**src/rtl/rdlane_pkg.sv**
```systemverilog
package rdlane_pkg;

  localparam int unsigned CODE_W = 3;

  // Log2 of active lane count for a width code; illegal codes saturate to max.
  function automatic int unsigned code_log2(input logic [CODE_W-1:0] code,
                                            input int unsigned max_log);
    int unsigned c;
    c = int'(code);
    return (c > max_log) ? max_log : c;
  endfunction

  // Whether a width code is outside the legal set.
  function automatic logic code_bad(input logic [CODE_W-1:0] code,
                                    input int unsigned max_log);
    return int'(code) > max_log;
  endfunction

  // Source set for an output lane: aligned group base plus lane offset.
  function automatic int unsigned src_set(input int unsigned sc,
                                          input int unsigned lg,
                                          input int unsigned lane);
    return ((sc >> lg) << lg) | lane;
  endfunction

endpackage

```
**src/rtl/rdlane_decode.sv**
```systemverilog
module rdlane_decode
  import rdlane_pkg::*;
#(
  parameter int LANES = 16,
  localparam int LOG   = $clog2(LANES),
  localparam int LGW   = $clog2(LOG + 1)
) (
  input  logic [CODE_W-1:0] code_i,
  output logic [LGW-1:0]    log_w_o,
  output logic [LANES-1:0]  lane_en_o,
  output logic              err_o
);

  int unsigned lg;

  always_comb begin
    lg      = code_log2(code_i, LOG);
    log_w_o = LGW'(lg);
    err_o   = code_bad(code_i, LOG);
    for (int i = 0; i < LANES; i++) begin
      lane_en_o[i] = (i < (1 << lg));
    end
  end

endmodule

```
**src/rtl/rdlane_mux.sv**
```systemverilog
module rdlane_mux
  import rdlane_pkg::*;
#(
  parameter int LANES     = 16,
  parameter int SLOT_BITS = 16,
  localparam int LOG      = $clog2(LANES),
  localparam int LGW      = $clog2(LOG + 1),
  localparam int BUS_W    = LANES * SLOT_BITS
) (
  input  logic [BUS_W-1:0] core_i,
  input  logic [LOG-1:0]   sc_i,
  input  logic [LGW-1:0]   log_w_i,
  input  logic [LANES-1:0] lane_en_i,
  output logic [BUS_W-1:0] steered_o
);

  for (genvar g = 0; g < LANES; g++) begin : g_lane
    logic [LOG-1:0] sel;
    always_comb begin
      sel = LOG'(src_set(int'(sc_i), int'(log_w_i), g));
      steered_o[g*SLOT_BITS +: SLOT_BITS] =
        lane_en_i[g] ? core_i[sel*SLOT_BITS +: SLOT_BITS] : '0;
    end
  end

endmodule

```
**src/rtl/rdlane_steer.sv**
```systemverilog
module rdlane_steer
  import rdlane_pkg::*;
#(
  parameter int LANES     = 16,
  parameter int SLOT_BITS = 16,
  localparam int SC_W     = $clog2(LANES),
  localparam int LGW      = $clog2(SC_W + 1),
  localparam int BUS_W    = LANES * SLOT_BITS
) (
  input  logic              clk,
  input  logic              rst_n,
  input  logic              rd_vld_i,
  input  logic [CODE_W-1:0] width_sel_i,
  input  logic [SC_W-1:0]   subcol_i,
  input  logic [BUS_W-1:0]  core_bus_i,
  output logic [BUS_W-1:0]  lane_data_o,
  output logic [LANES-1:0]  lane_en_o,
  output logic              out_vld_o,
  output logic              width_err_o
);

  // Named internal events for the assertions
  logic [LGW-1:0]   log_w;
  logic [LANES-1:0] en_c;
  logic             err_c;
  logic [BUS_W-1:0] steered_c;
  logic             full_width_rd;

  assign full_width_rd = rd_vld_i && (width_sel_i == CODE_W'(SC_W));

  rdlane_decode #(.LANES(LANES)) u_decode (
    .code_i    (width_sel_i),
    .log_w_o   (log_w),
    .lane_en_o (en_c),
    .err_o     (err_c)
  );

  rdlane_mux #(.LANES(LANES), .SLOT_BITS(SLOT_BITS)) u_mux (
    .core_i    (core_bus_i),
    .sc_i      (subcol_i),
    .log_w_i   (log_w),
    .lane_en_i (en_c),
    .steered_o (steered_c)
  );

  always_ff @(posedge clk) begin
    if (!rst_n) begin
      lane_data_o <= '0;
      lane_en_o   <= '0;
      out_vld_o   <= 1'b0;
      width_err_o <= 1'b0;
    end else begin
      out_vld_o <= rd_vld_i;
      if (rd_vld_i) begin
        lane_data_o <= steered_c;
        lane_en_o   <= en_c;
        width_err_o <= err_c;
      end
    end
  end

  AST_VLD_RISE: assert property (@(posedge clk) disable iff (!rst_n)
    rd_vld_i |=> out_vld_o);
  AST_VLD_IDLE: assert property (@(posedge clk) disable iff (!rst_n)
    !rd_vld_i |=> !out_vld_o);
  AST_HOLD_DATA: assert property (@(posedge clk) disable iff (!rst_n)
    !rd_vld_i |=> ($stable(lane_data_o) && $stable(lane_en_o)
                   && $stable(width_err_o)));
  AST_EN_CONTIG: assert property (@(posedge clk) disable iff (!rst_n)
    out_vld_o |-> (lane_en_o[0] && ((lane_en_o & (lane_en_o + 1'b1)) == '0)));
  AST_ERR_FULL: assert property (@(posedge clk) disable iff (!rst_n)
    width_err_o |-> (&lane_en_o));
  AST_FULL_COPY: assert property (@(posedge clk) disable iff (!rst_n)
    full_width_rd |=> (lane_data_o == $past(core_bus_i)));

  for (genvar g = 0; g < LANES; g++) begin : g_chk
    AST_IDLE_LANE_ZERO: assert property (@(posedge clk) disable iff (!rst_n)
      !lane_en_o[g] |-> (lane_data_o[g*SLOT_BITS +: SLOT_BITS] == '0));
  end

endmodule

```
**config.mk**
```make
export PLATFORM = sky130hd
export DESIGN_NAME = rdlane_steer
export DESIGN_NICKNAME = d
export VERILOG_FILES = /design/src/rtl/rdlane_pkg.sv /design/src/rtl/rdlane_decode.sv /design/src/rtl/rdlane_mux.sv /design/src/rtl/rdlane_steer.sv
export SDC_FILE = /design/constraint.sdc
export NUM_CORES = 1
export LEC_CHECK = 0
export ABC_CLOCK_PERIOD_IN_PS = 6700
export BUFFER_PORTS_ARGS = -buffer_cell sky130_fd_sc_hd__clkbuf_2
export CELL_PAD_IN_SITES_DETAIL_PLACEMENT = 1
export CELL_PAD_IN_SITES_GLOBAL_PLACEMENT = 1
export CORE_AREA = 5 5 210 212
export DETAILED_ROUTE_END_ITERATION = 10
export DIE_AREA = 0 0 215 217
export PLACE_DENSITY = 0.72
export RECOVER_POWER = 25
export SYNTH_ARGS = -nofsm -noshare
export SYNTH_HDL_FRONTEND = slang
export SYNTH_SLANG_ARGS = --single-unit
```
**constraint.sdc**
```tcl
create_clock -name clk -period 6.7 [get_ports clk]
set_input_delay 1.34 -clock clk [delete_from_list [all_inputs] [get_ports clk]]
set_output_delay 1.34 -clock clk [all_outputs]
set_load 0.01 [all_outputs]
```
# [Word-level counts from Yosys, hierarchy flattened]
# Index checks and enable logic that the tools add are counted.
[op_classes] div=0 addsub=0 mux=17 eq_ne=0 multipliers=0 n_reduce_logical=0 n_lt_le_gt_ge=17 bitwise=0 n_shift=18
[ops] cell="$shiftx A256 B9 Y16" count=15
[ops] cell="$lt A5 B32 Y1 const A" count=8
[ops] cell="$mux W16" count=16
[ops] cell="$lt A4 B32 Y1 const A" count=4
[ops] cell="$lt A3 B32 Y1 const A" count=2
[ops] cell="$lt A1 B32 Y1 const A" count=1
[ops] cell="$lt A2 B32 Y1 const A" count=1
[ops] cell="$shl A1 B32 Y32 const A" count=1
[ops] cell="$shl A32 B3 Y4" count=1
[ops] cell="$shr A4 B3 Y32" count=1
[ops] cell="$gt A3 B3 Y1 const B" count=1
[ops] cell="$mux W3" count=1
[word_totals] mem_bits_rw=0 wordCells=56 n_memories=0 input_bits=266 latchBits=0 mem_bits_ro=0 out_inout_bits=274 reg_bits=274

# [Depth between registers and ports, before layout]
# Gate-level depths: netlist (run 1).
[depth] word_depth=6 ltp_mapped=9 ltp_nobuf=6

# [Hierarchy]
# A second synthesis (run 1) with hierarchy kept.
[hier_totals] cells_unflattened=2028 hier_area_um2=18003.5
[modules_own_cells] mod="rdlane_steer" area_per_inst_um2=10542.6 seq_area_each_um2=5485.3 cells_per_inst=882 instances=1
[modules_own_cells] mod="rdlane_mux" area_per_inst_um2=7294.5 seq_area_each_um2=0.0 cells_per_inst=1124 instances=1
[modules_own_cells] mod="rdlane_decode" area_per_inst_um2=166.4 seq_area_each_um2=0.0 cells_per_inst=22 instances=1

# [Least setup slack after synthesis (run 1)]
# OpenSTA, ideal clock, no wires.
[synth_timing] path_kind="in2reg" from="in width_sel_i[2]" to="reg lane_data_o[46]" setup_ns=0.074 n_path_buf=3 cell_stages=7 setup_slack_ns=3.554 arrival_time_ns=3.072 required_ns=6.626 path_cell_list="buf_2 -> or4b_1 -> buf_2 -> buf_2 -> mux2i_1 -> mux4_2 -> o21ai_0"
[synth_via] elab_chain_len=6 word_cells_on_any_way=8 cone_classes="order compare (2); shift (4); mux (2)"
[synth_rtl] item="from (decl)" line="rdlane_steer.sv:13" rtl="input logic [CODE_W-1:0] width_sel_i,"
[synth_rtl] item="$gt A3 B3 Y1" line="rdlane_pkg.sv:10" rtl="return (c > max_log) ? max_log : c;"
[synth_rtl] item="$mux W3 *" line="rdlane_pkg.sv:10"
[synth_rtl] item="$shr A4 B3 Y32" line="rdlane_pkg.sv:23" rtl="return ((sc >> lg) << lg) | lane;"
[synth_rtl] item="$shl A32 B3 Y4"
[synth_rtl] item="$shiftx A256 B9 Y16" line="rdlane_mux.sv:22" rtl="lane_en_i[g] ? core_i[sel*SLOT_BITS +: SLOT_BITS] : '0;"
[synth_rtl] item="$mux W16 *" line="rdlane_mux.sv:22"
[synth_rtl] item="to (signal assigned)" line="rdlane_steer.sv:55" rtl="lane_data_o <= steered_c;"
[synth_rtl] item="to (decl)" line="rdlane_steer.sv:16" rtl="output logic [BUS_W-1:0] lane_data_o,"
# Every way passes the cells marked *; elsewhere a longest branch is shown, timed or not.
# A chain may end at the register's enable or synchronous reset.

==> run summary, run 1 <==
Status = completed
Most common cell after layout, fill and taps aside = clkbuf_2
Width of the die = 215 um
1st-iter DRT viols = 1287
Post-synthesis sequential area ratio = 0.407
Met3 Resource Use GR = 0.0762
Vias = 14200
Slew Limit Fails = 0
Rows = 75
Crit-path leading delay family = buffers and inverters
GRT overflow = 0
CTS tree = yes
Worst Setup SP = rd_vld_i
CTS resizes = 0
Met2 Use GR = 0.554
CP max stage delay = 0.98 ns
Max Clock Freq = 200 MHz
Clk sink count = 267
Unrepaired setup endpoints after global routing = false
HPWL after detailed placement = 58000 um
# Post-CTS Setup Buffers = 0
Ports = 540
CP endpoint kind = register
Cell Chain, Critical Path = clkbuf_1, nand2_1, inv_1, o21ai_1, o31ai_1, o21ai_0, a211oi_1
Layout cell share with drive strength beyond 1 = 0.297
Fin util = 0.414
CTS Root Buffer Type = clkbuf_16
Setup TNS Final = 0 ns
WP data required = 7.14 ns
Syn Std Cell Area = 0.0131 mm2
Fin crit share = 0.746
Final wirelength = 76600 um
Port buffer count = 539
YS warnings = 0
Max FO, Critical Path = 21
FF+latch count, synth = 267
Area Overhead vs Synth = 31.5%
MaxCap Viol Count = 0
Starting Density = 0.315
Slowest cell on crit path = inv_1
GRT met1 Usage = 0.365
Top_reg_cell synth = dfxtp_1
Gate Count Post-Synth = 1383
Initial antenna violation count = 4
GR peak layer = met2
First-pass GRT wire length = 108000 um
Worst Hold Class = reg -> reg
Post-CTS Hold Fix Bufs = 0
Routability cong. = 0.942
Vias in the first global route = 15000
Hold wc startpoint = lane_en_o[6]
Antenna Nets Post-Route = 0
Most frequent cells in the layout = 405 x clkbuf_2, 285 x nand2_1, 267 x dfxtp_1, 156 x mux2i_1, 137 x clkbuf_1
Crit path DAT = 5.44 ns
Buf+Inv Stages, Crit Path = 2
Post-layout min period = 5.00 ns
Core Area = 0.0418 mm2
Die area = 0.0467 mm2
Slew Limit Headroom = 0.0568
Via/cell ratio = 5.87
Clk_lat worst skew = 0.54 ns
Setup Crit Path Kind = in -> reg
Clk buf depth = 3
Endpoints failing setup = 0
Worst R2R Start = lane_data_o[2]
Final hold violations = 0
Routed len/inst = 31.7 um
VDD IR-drop max = 0.130 mV
TritonRoute pass-1 iters = 5
Post-synth ARST share = 0
Pwr/cell area = 261 mW/mm2
Tightest Pin Transition = 1.41 ns
H-tree depth = 2
Gr usage total = 0.313
Startpoint types = input port
Mean post-synth cell area = 9.50 um2
Post-layout net count = 2118
Cell variety after synth = 46
Total CTS buffers = 34
Die height = 217 um
Pin count of the biggest net entering global routing = 69
Leak = 7.63 nW
Skew final = 0 ns
Worst-path clk slew = 0.06 ns
EDFF count, synth = 0
Synth Net Count = 1649
Post-route DRC = 0
[worst register-to-register path, stage by stage, from the launching register on]
cell and delay [ns]:
dfxtp_1 0.41, nor2b_1 0.20, o21ai_0 0.11, o31ai_1 0.13
o21ai_0 0.17, a211oi_1 0.29
[power by group]
| part | switching [mW] | internal, mW |
|---|---|---|
| Combinational | 0.511 | 0.289 |
| Sequential | 0.0613 | 1.68 |
| Clock | 0.760 | 1.20 |
| Total | 1.33 | 3.17 |
[logic make-up (layout without fill, tap and decap cells)]
group                  Yosys count  after routing  synth area share
AOI/OAI and AO/OA              387            387             0.215
buffers and inverters          138            631            0.0460
DFF                            267            267             0.407
muxes                          208            208             0.207
other                            0              2                 0
and+or+nand+nor                383            383             0.125
[synthesized netlist by cell type (all sizes together), types with 2 or more instances]
master  number  share of area
nand2b       3         0.0014
nor4bb      10         0.0076
dfxtp      267           0.41
a31oi        2        0.00095
nand2      286          0.082
o211ai      16         0.0091
a221oi       2         0.0013
a32o        41          0.031
nor3         6         0.0023
o21ai      105          0.040
mux2i      156           0.12
clkbuf      78          0.022
inv          4         0.0011
a21boi       3         0.0017
o22ai        2        0.00095
nor2        24         0.0076
buf         56          0.023
a211oi      27          0.015
a32oi       17          0.011
a22o       109          0.073
nand3       32          0.012
a21oi       34          0.013
nor2b       16         0.0076
o31ai        5         0.0029
a22oi       16         0.0091
mux4        51          0.087
o32ai        2         0.0013
[final cells by class]
cell class	count	area (um2)
Tap cell	539	674
Antenna cell	2	5.00
Clock inverter	12	135
Timing Repair Buffer	567	2780
Fill cell	4923	24500
Inverter	4	15.0
Sequential cell	267	5350
Clock buffer	48	1050
Multi-Input combinational cell	978	7270
[metal layers]
metal / vias up / share of wire / wire length (um)
li1: 6105 / - / -
met3: 174 / 0.083 / 6320
met5: - / 0.00040 / 31
met2: 789 / 0.49 / 37600
met1: 7121 / 0.38 / 29000
met4: 4 / 0.048 / 3640
[worst paths after layout]
check | endpoint | slack, ns | cells past startpoint
hold reg to reg | lane_en_o[6] | 0.44 | 2
setup reg to reg | lane_data_o[2] | 5.31 | 5
setup / recovery | lane_data_o[2] | 1.70 | 7
hold / removal | lane_en_o[6] | 0.44 | 2
[through the flow]
stage	setup WS, ns	hold slack [ns]	cell area (um2)	std cells	total power, mW
after floorplan	3.55	0.463	13100	1383	2.15
after global placement	1.96	0.430	16200	2355	2.56
after detailed placement	1.84	0.434	16200	2355	2.58
after CTS	2.41	0.443	17400	2415	4.54
after global routing	1.62	0.465	17300	2416	4.65
final	1.70	0.440	17300	2417	4.50
[flip-flops by register name, summed over array words and instances, names as in the netlist]
signal and cells:
lane_data_o 256, lane_en_o 9, out_vld_o 1, width_err_o 1
(Power assumes the default switching activity.)
==> run 2: changes to the inputs <==
ABC_CLOCK_PERIOD_IN_PS = 4240   (was 6700)
CORE_AREA = default   (was 5 5 210 212)
CORE_ASPECT_RATIO = 1.25   (was default)
CORE_MARGIN = 5   (was default)
CORE_UTILIZATION = 32   (was default)
DIE_AREA = default   (was 0 0 215 217)
PLACE_DENSITY = 0.76   (was 0.72)
clock period = 4.24 ns   (was 6.7 ns; I/O delays follow)
==> run 2 against run 1 <==
Worst setup slack got worse by 0.89 ns. First-iteration DRC count shrank 20%. Highest routed layer unchanged. Utilization is 1.1 points higher. Critical path type unchanged. Non-clock buffer count is 8 higher. Critical path depth grew 1. Sequential share of layout area down 0.078 points. Cell count is 0.74% higher.
==> run summary, run 2 (same netlist as run 1, synthesis figures left out) <==
Status = completed
Fill cell count = 4864 (-1.2%)
HPWL after detailed placement = 61900 um (+6.7%)
Routed len/inst = 32.6 um (+3.0%)
Ports = 540 (unchanged)
GRT overflow = 0 (unchanged)
WP data required = 4.77 ns (-2.37 ns)
H-tree depth = 1 (-1)
CTS tree = yes
Starting Density = 0.322 (+0.00729)
Most common cell after layout, fill and taps aside = clkbuf_2
Worst-path clk slew = 0.06 ns (about the same)
Gr usage total = 0.333 (+0.0198)
Crit path top cell by count = nand2_1
Vias = 14300 (+0.70%)
Most frequent cells in the layout = 406 x clkbuf_2, 285 x nand2_1, 267 x dfxtp_1, 156 x mux2i_1, 141 x clkbuf_1
VDD IR-drop max = 0.335 mV (+160%)
Top Registers = lane_data_o: 256 flops, lane_en_o: 9 flops
Startpoint types = input port
Rows = 83 (+11%)
Post-layout net count = 2123 (+0.24%)
CP endpoint kind = register
Fin crit share = 0.809
1st-iter DRT viols = 1027 (-20%)
Clk buf depth = 3 (unchanged)
Layout cell share with drive strength beyond 1 = 0.297 (-0.000633)
Crit path DAT = 3.96 ns (-1.48 ns)
Via/cell ratio = 5.87 (about the same)
CTS resizes = 0 (unchanged)
Setup Crit Path Kind = in -> reg
Post-layout min period = 3.43 ns
Width of the die = 191 um (-11%)
Slew Limit Headroom = 0.172 (+0.116)
Internal = 4.83 mW (+53%)
Clk_lat worst skew = 0.58 ns (+0.04 ns)
Routability cong. = 1.00 (+6.5%)
Tightest Pin Transition = 1.24 ns (-0.170 ns)
Leak = 7.61 nW (-0.25%)
Port buffer count = 539 (unchanged)
Final wirelength = 79400 um (+3.7%)
Total CTS buffers = 31 (-8.8%)
DP Worst Slack = 0.780 ns (-1.06 ns)
Clk sink count = 267 (unchanged)
Worst Hold Class = reg -> reg
Vias in the first global route = 14900 (-0.64%)
Worst Slack Setup Final = 0.809 ns (-0.890 ns)
Area Overhead vs Synth = 31.8%
First-pass GRT wire length = 110000 um (+1.2%)
Slowest cell on crit path = clkbuf_1
Register bank with the most flops = lane_data_o
Final hold violations = 0 (unchanged)
Die height = 237 um (+9.0%)
Post-route DRC = 0 (unchanged)
# Post-CTS Setup Buffers = 0 (unchanged)
Part of the power in combinational logic = 0.188 (+0.010)
TritonRoute pass-1 iters = 5 (unchanged)
Max FO, Critical Path = 20 (-4.8%)
Skew final = 0 ns (unchanged)
Antenna Nets Post-Route = 0 (unchanged)
MaxCap Viol Count = 0 (unchanged)
Switching Power = 2.13 mW (+60%)
Max Clock Freq = 291 MHz
Setup TNS Final = 0 ns (unchanged)
Clk pwr share = 0.418 (-0.018)
Core Area = 0.0408 mm2 (-2.3%)
Pin count of the biggest net entering global routing = 91 (+32%)
Hold slack = 0.445 ns (+0.00423 ns)
Initial antenna violation count = 9 (+5)
Unrepaired setup endpoints after global routing = false
Max reg flops = 256 (unchanged)
Pwr/cell area = 402 mW/mm2 (+54%)
Post-CTS Hold Fix Bufs = 0 (unchanged)
Slew Limit Fails = 0 (unchanged)
Endpoints failing setup = 0 (unchanged)
Die area = 0.0452 mm2 (-3.1%)
Switch share = 0.306 (+0.0102)
Flop pwr share = 0.394 (+0.008)
Cell Chain, Critical Path = clkbuf_2, nand2_1, inv_1, clkbuf_1, nand2b_1, a221oi_1, o21ai_0, nand2_1
CTS Root Buffer Type = clkbuf_16
CP max stage delay = 0.93 ns (-0.05 ns)
==> run 2: cell count changes in the layout (fill, tap and decap cells not counted), sizes merged <==
cell      before  now
clkinv         9    3
clkinvlp       0    3
bufinv         3    4
inv            4    6
diode          2    3
clkbuf       587  585
buf           28   34
==> run 2: worst paths after layout <==
path	endpoint	slack (ns)	cells after the start	startpoint
max reg2reg	lane_data_o[12]	2.93	5	lane_data_o[12]
min	lane_data_o[19]	0.44	2	lane_data_o[19]
max	lane_data_o[21]	0.81	8	rst_n
min reg2reg	lane_data_o[19]	0.44	2	lane_data_o[19]
==> run 2: metal layers <==
metal,up-vias,GRT usage,share of wire
met5,-,0,0.00097
met4,12,0.211,0.077
met3,237,0.0749,0.077
met2,815,0.605,0.51
met1,7113,0.341,0.33
li1,6116,-,-
==> run 2: power by group through the flow <==
stage	sequential, mW	combinational, mW	clock (mW)
after floorplan	2.84	0.554	0
after global placement	2.79	1.31	0
after detailed placement	2.80	1.32	0
after CTS	2.74	1.32	2.96
after global routing	2.75	1.37	3.06
final	2.74	1.31	2.91
==> run 2: worst max-delay path: cells and delay by family <==
kind,cells,cell delay (ns)
buf+inv,3,1.19
simple gates,3,1.11
compound gates,2,0.81
==> run 2: area by class of cell <==
type                    count  area, um2  share of cell area
multi-input cells         978       7260               0.420
repair buffers            575       2910               0.168
clock buffers              44        895              0.0517
clock inverters            12        189              0.0109
well taps                 552        691              0.0399
flip-flops and latches    267       5350               0.309
diodes                      3       7.51            0.000434
inverters                   4       15.0            0.000867
==> run 2: per-stage QoR <==
stage | total power, mW | std cells | cell area [um2] | utilization
finish | 6.96 | 2435 | 17300 | 0.424
global route | 7.18 | 2433 | 17300 | 0.424
CTS | 7.02 | 2432 | 17500 | 0.428
detailed placement | 4.11 | 2376 | 16400 | 0.402
global placement | 4.10 | 2376 | 16400 | 0.402
floorplan | 3.39 | 1383 | 13100 | -
